==> src/rtl/nand_ecc_pkg.sv <==
package nand_ecc_pkg;
  parameter int unsigned CS_NUM = 4;
  localparam int unsigned CS_W = $clog2(CS_NUM);
  localparam int unsigned COL_TERMS = 3;
  localparam int unsigned BYTE_W = 1 << COL_TERMS;

  typedef struct packed {
    logic [CS_NUM-1:0] clr;
    logic [CS_NUM-1:0] acc;
  } eccStrobe_t;
endpackage

==> src/rtl/nand_ecc_ctrl.sv <==
module nand_ecc_ctrl
  import nand_ecc_pkg::*;
(
  input  logic [CS_NUM-1:0] nandEnable,
  input  logic              startValid,
  input  logic [CS_W-1:0]   startCs,
  input  logic              byteValid,
  input  logic [CS_W-1:0]   byteCs,
  output eccStrobe_t        strb
);
  always_comb begin
    strb = '0;
    for (int i = 0; i < int'(CS_NUM); i++) begin
      strb.clr[i] = startValid && (startCs == CS_W'(i));
      strb.acc[i] = byteValid && (byteCs == CS_W'(i)) && nandEnable[i] && !strb.clr[i];
    end
  end
endmodule

==> src/rtl/nand_ecc_datapath.sv <==
module nand_ecc_datapath
  import nand_ecc_pkg::*;
#(
  parameter int unsigned DATA_W = 16,
  parameter int unsigned IDX_W  = 9,
  localparam int unsigned TERMS = COL_TERMS + IDX_W
) (
  input  logic                     clk,
  input  logic                     rstN,
  input  eccStrobe_t               strb,
  input  logic [DATA_W-1:0]        byteData,
  input  logic [IDX_W-1:0]         byteIdx,
  input  logic [CS_W-1:0]          readCs,
  output logic [TERMS-1:0]         readTerms,
  output logic [CS_NUM*TERMS-1:0]  accBus
);
  function automatic logic [BYTE_W-1:0] colMask(input int unsigned k);
    logic [BYTE_W-1:0] m;
    for (int unsigned b = 0; b < BYTE_W; b++) m[b] = ((b >> k) & 1) == 0;
    return m;
  endfunction

  logic [BYTE_W-1:0] lowByte;
  logic              bytePar;
  logic [TERMS-1:0]  contrib;
  logic [TERMS-1:0]  accQ [CS_NUM];

  always_comb begin
    lowByte = byteData[BYTE_W-1:0];
    bytePar = ^lowByte;
    for (int unsigned k = 0; k < COL_TERMS; k++)
      contrib[k] = ^(lowByte & colMask(k));
    for (int unsigned k = 0; k < IDX_W; k++)
      contrib[COL_TERMS + k] = bytePar & ~byteIdx[k];
  end

  for (genvar g = 0; g < int'(CS_NUM); g++) begin : gAcc
    always_ff @(posedge clk or negedge rstN) begin
      if (!rstN)             accQ[g] <= '0;
      else if (strb.clr[g])  accQ[g] <= '0;
      else if (strb.acc[g])  accQ[g] <= accQ[g] ^ contrib;
    end
    assign accBus[g*TERMS +: TERMS] = accQ[g];

    AST_CLEAR_ZERO: assert property (@(posedge clk) disable iff (!rstN)
      strb.clr[g] |=> accQ[g] == '0);
    AST_IDLE_HOLD: assert property (@(posedge clk) disable iff (!rstN)
      (!strb.clr[g] && !strb.acc[g]) |=> $stable(accQ[g]));
  end

  assign readTerms = accQ[readCs];
endmodule

==> src/rtl/nand_ecc_top.sv <==
module nand_ecc_top
  import nand_ecc_pkg::*;
#(
  parameter int unsigned DATA_W  = 16,
  parameter int unsigned IDX_W   = 9,
  parameter int unsigned RES_W   = 32,
  parameter int unsigned TERM_LSB = 16
) (
  input  logic              clk,
  input  logic              rstN,
  input  logic [CS_NUM-1:0] nandEnable,
  input  logic              startValid,
  input  logic [CS_W-1:0]   startCs,
  input  logic              byteValid,
  input  logic [CS_W-1:0]   byteCs,
  input  logic [DATA_W-1:0] byteData,
  input  logic [IDX_W-1:0]  byteIdx,
  input  logic [CS_W-1:0]   readCs,
  output logic [RES_W-1:0]  result
);
  localparam int unsigned TERMS = COL_TERMS + IDX_W;

  eccStrobe_t              strb;
  logic [TERMS-1:0]        readTerms;
  logic [CS_NUM*TERMS-1:0] accBus;

  nand_ecc_ctrl u_ctrl (
    .nandEnable (nandEnable),
    .startValid (startValid),
    .startCs    (startCs),
    .byteValid  (byteValid),
    .byteCs     (byteCs),
    .strb       (strb)
  );

  nand_ecc_datapath #(.DATA_W(DATA_W), .IDX_W(IDX_W)) u_dp (
    .clk       (clk),
    .rstN      (rstN),
    .strb      (strb),
    .byteData  (byteData),
    .byteIdx   (byteIdx),
    .readCs    (readCs),
    .readTerms (readTerms),
    .accBus    (accBus)
  );

  always_comb begin
    result = '0;
    result[TERM_LSB +: TERMS] = readTerms;
  end

  for (genvar g = 0; g < int'(CS_NUM); g++) begin : gChk
    AST_DISABLED_IGNORED: assert property (@(posedge clk) disable iff (!rstN)
      (byteValid && byteCs == CS_W'(g) && !nandEnable[g]
       && !(startValid && startCs == CS_W'(g)))
      |=> $stable(accBus[g*TERMS +: TERMS]));
    AST_HIGH_BYTE_IGNORED: assert property (@(posedge clk) disable iff (!rstN)
      (byteValid && byteCs == CS_W'(g) && byteData[BYTE_W-1:0] == '0
       && !(startValid && startCs == CS_W'(g)))
      |=> $stable(accBus[g*TERMS +: TERMS]));
    AST_COLLIDE_CLEAR: assert property (@(posedge clk) disable iff (!rstN)
      (startValid && startCs == CS_W'(g) && byteValid && byteCs == CS_W'(g))
      |=> accBus[g*TERMS +: TERMS] == '0);
  end
endmodule

==> config.mk <==
export PLATFORM = sky130hd
export DESIGN_NAME = nand_ecc_top
export DESIGN_NICKNAME = d
export VERILOG_FILES = /design/src/rtl/nand_ecc_pkg.sv /design/src/rtl/nand_ecc_ctrl.sv /design/src/rtl/nand_ecc_datapath.sv /design/src/rtl/nand_ecc_top.sv
export SDC_FILE = /design/constraint.sdc
export NUM_CORES = 1
export LEC_CHECK = 0
export BUFFER_PORTS_ARGS = -buffer_cell sky130_fd_sc_hd__buf_2
export CAP_MARGIN = 20
export CORE_MARGIN = 2
export CORE_UTILIZATION = 30
export CTS_BUF_LIST = sky130_fd_sc_hd__clkbuf_8 sky130_fd_sc_hd__clkbuf_16
export DETAILED_ROUTE_END_ITERATION = 8
export PLACE_DENSITY = 0.58
export SKIP_LAST_GASP = 1
export SYNTH_ARGS = -nofsm -noshare
export SYNTH_HDL_FRONTEND = slang
export SYNTH_HIERARCHICAL = 1
export SYNTH_SLANG_ARGS = --single-unit
==> constraint.sdc <==
create_clock -name clk -period 1.1 [get_ports clk]
set_input_delay 0.11 -clock clk [delete_from_list [all_inputs] [get_ports clk]]
set_output_delay 0.11 -clock clk [all_outputs]
set_load 0.01 [all_outputs]
==> impl_results.md <==
- Pleak: 2.48 nW
- Synth Cell Area: 3440 sq um
- Drc violations: 0
- Outcome: complete, but fails checks
- Area grow syn2layout: 53.3%
- Seq cells post-synth: 48
- Final WS setup: -351 ps
- Clock Tree Buf Depth: 2
- Vias in the first global route: 2,680
- DR vias/cell: 4.46
- Top Ports: 71
- Crit Path Category: flip-flop to primary output
- Starting Density: 30.4%
- Hold WC Path Type: input pin to flip-flop
- Detailed Route WL: 8950 um
- Fin crit share: 132%
- Pre-CTS WS: -646 ps
- Initial antenna violation count: 0
- Arrival @ worst endpoint: 1340 ps
- CP delay by family, top: multiplexers
- Reg2Reg Launch Point: u_dp/accBus[28]
- IO buf count: 42
- Post-layout nets: 465
- Most frequent cells in the layout: buf_4, nor2_1, dfrtp_1
- Max Fanout on Critical Path: 3
- Initial drt markers: 81
- Worst setup EP type: primary output
- Critical path buffers and inverters: 1
- Largest register FFs: 48
- Final core utilization: 46.5%
- Htree depth: 2
- Layout cells sized above 1: 57.4%
- Die Wd: 111 um
- Final antenna-violating net count: 0
- R2R cell count: 5
- Hpwl dp: 5410 um
- RSZ-0062 raised after global routing: true
- Vias: 2,544
- Synth Area per Inst: 11.4 sq um
- Number of hold violations in the final report: 0
- Detailed Routing Iterations Pass 1: 4
- Synth Instances: 301
- CP peak stage delay: 500 ps
- Clock root buffer: clkbuf_16
- Failing checks: negative setup slack
- Startpoint Class: flip-flop
- CP cell instances: mux4_2 > buf_6
- Die Height: 111 um
- Clk_lat worst skew: 280 ps
- First-pass GRT wire length: 13,800 um
- Critical R2R Capture: u_dp/accBus[28]
- Worst reg-to-reg setup slack: -180 ps
- Hold Path Cell Cnt: 3
- Commonest non-fill, non-tap cell in the layout: buf_4
- Proportion of synthesized chip area in sequential cells: 34.9%
- Tmin final: 1450 ps
- Antenna diodes: 0
- Overflow after GRT: 0
- Hold path startpoint: byteIdx[0]
- TritonCTS buffer count: 5
- Die ar.: 12,300 sq um
- Setup violators final: 53
- Yosys warnings: 6
- Core area: 11,300 sq um
- Final GP Congestion: 0.786
- Max_cap viols: 0
- CP Data Required Time: 990 ps
- Power Dens Cells: 1330 nW/um^2
- Fillers: 1,001
- Maximum VDD drop: 0.717 mV
- Pins over their slew limit: 0
- # rows: 39
- Hold Path End: u_dp/accBus[3]
- Unique masters post-synth: 26
- Total power: 7.00 mW
- TritonCTS clock tree: built
- Clk_skew: 0 ps
- Clk slew on worst S/H paths: 70 ps
- Largest net degree at the start of global routing: 49
- Post-DR wirelength/cell: 15.7 um
- Fmax: 689 MHz
- Num Clock Sinks: 48
- Crit-path slowest cell: mux4_2
- Tot GR Track Use: 14.0%
[final cells by class]
| class | instances | area [sq um] | area share (%) |
|---|---|---|---|
| timing repair buffer | 136 | 1260 | 23.8 |
| sequential | 48 | 1200 | 22.8 |
| tap | 143 | 179 | 3.40 |
| clock buffer | 6 | 139 | 2.64 |
| multi-input combinational | 235 | 2480 | 47.1 |
| clock inverter | 2 | 10.0 | 0.190 |
[worst max-delay path by stage]
stage / slack (ps) / cells past startpoint / endpoint / from
final: -350 / 2 / result[24] / u_dp/accBus[20]
after global routing: -370 / 2 / result[24] / u_dp/accBus[20]
after CTS: -350 / 2 / result[24] / u_dp/accBus[8]
after detailed placement: -650 / 7 / u_dp/accBus[28] / byteData[5]
after global placement: -600 / 7 / u_dp/accBus[27] / byteData[5]
after floorplan: -390 / 6 / u_dp/accBus[10] / byteData[5]
[cells by family after synthesis]
family                    synth area share (%)
buffers and inverters                     7.24
muxes                                     22.9
and+or+nand+nor                           27.9
other                                    0.109
xor gates and xnor gates                  6.84
DFF                                       34.9
[what timing repair did]
item / 4_1_cts / 5_1_grt
hold endpoints to repair: 48 / 0
endpoints found under the setup margin: 54 / 56
gates resized for setup: 46 / 56
setup buffers: 10 / 15
hold buffers: 1 / 0
pin swaps: 8 / 19
cloned: 2 / 4
[Yosys cell counts]
cell / number / share of area, %
xnor2_1: 5 / 1.3
xor2_1: 15 / 3.8
nand4bb_1: 1 / 0.33
nor3_1: 1 / 0.15
nor4b_2: 1 / 0.44
buf_4: 20 / 4.4
nor2b_1: 36 / 6.6
xnor2_2: 1 / 0.47
clkbuf_1: 13 / 1.4
nand4b_1: 1 / 0.25
nor3b_2: 30 / 11
xnor2_4: 1 / 0.80
xor2_2: 1 / 0.47
dfrtp_1: 48 / 35
and3b_1: 1 / 0.25
buf_8: 3 / 1.3
mux2_2: 6 / 2.0
buf_2: 1 / 0.15
nor2_1: 50 / 5.5
conb_1: 1 / 0.11
mux4_2: 12 / 7.9
mux2_4: 30 / 13
and3_2: 1 / 0.22
nand2_1: 14 / 1.5
and3b_2: 1 / 0.29
nor3b_1: 7 / 1.5
[worst min-delay path, cell delays in order]
cell and delay [ps]:
buf_2 190, nor3b_4 70, mux2_4 180
[per-stage QoR]
stage	setup TNS [ps]	std cells	hold slack (ps)	instance area (sq um)
2_1_floorplan	-12780	320	-186	3590
3_3_place_gp	-24130	532	127	4280
3_5_place_dp	-24990	532	125	4280
4_1_cts	-14320	552	245	4820
5_1_grt	-15610	570	292	5270
6_report	-13710	570	288	5270
[metal layers]
metal	wire length, um	track usage (%)
met5	0	0
met4	189	3.87
met3	263	2.13
met2	4530	24.5
met1	3970	18.1
[power breakdown]
part | leakage (nW) | total (mW) | internal (mW) | switching (mW)
Sequential | 0.652 | 2.17 | 2.03 | 0.145
Clock | 0.0766 | 1.59 | 0.899 | 0.687
Combinational | 1.75 | 3.25 | 1.85 | 1.39
Power figures use the tool's default switching activity.
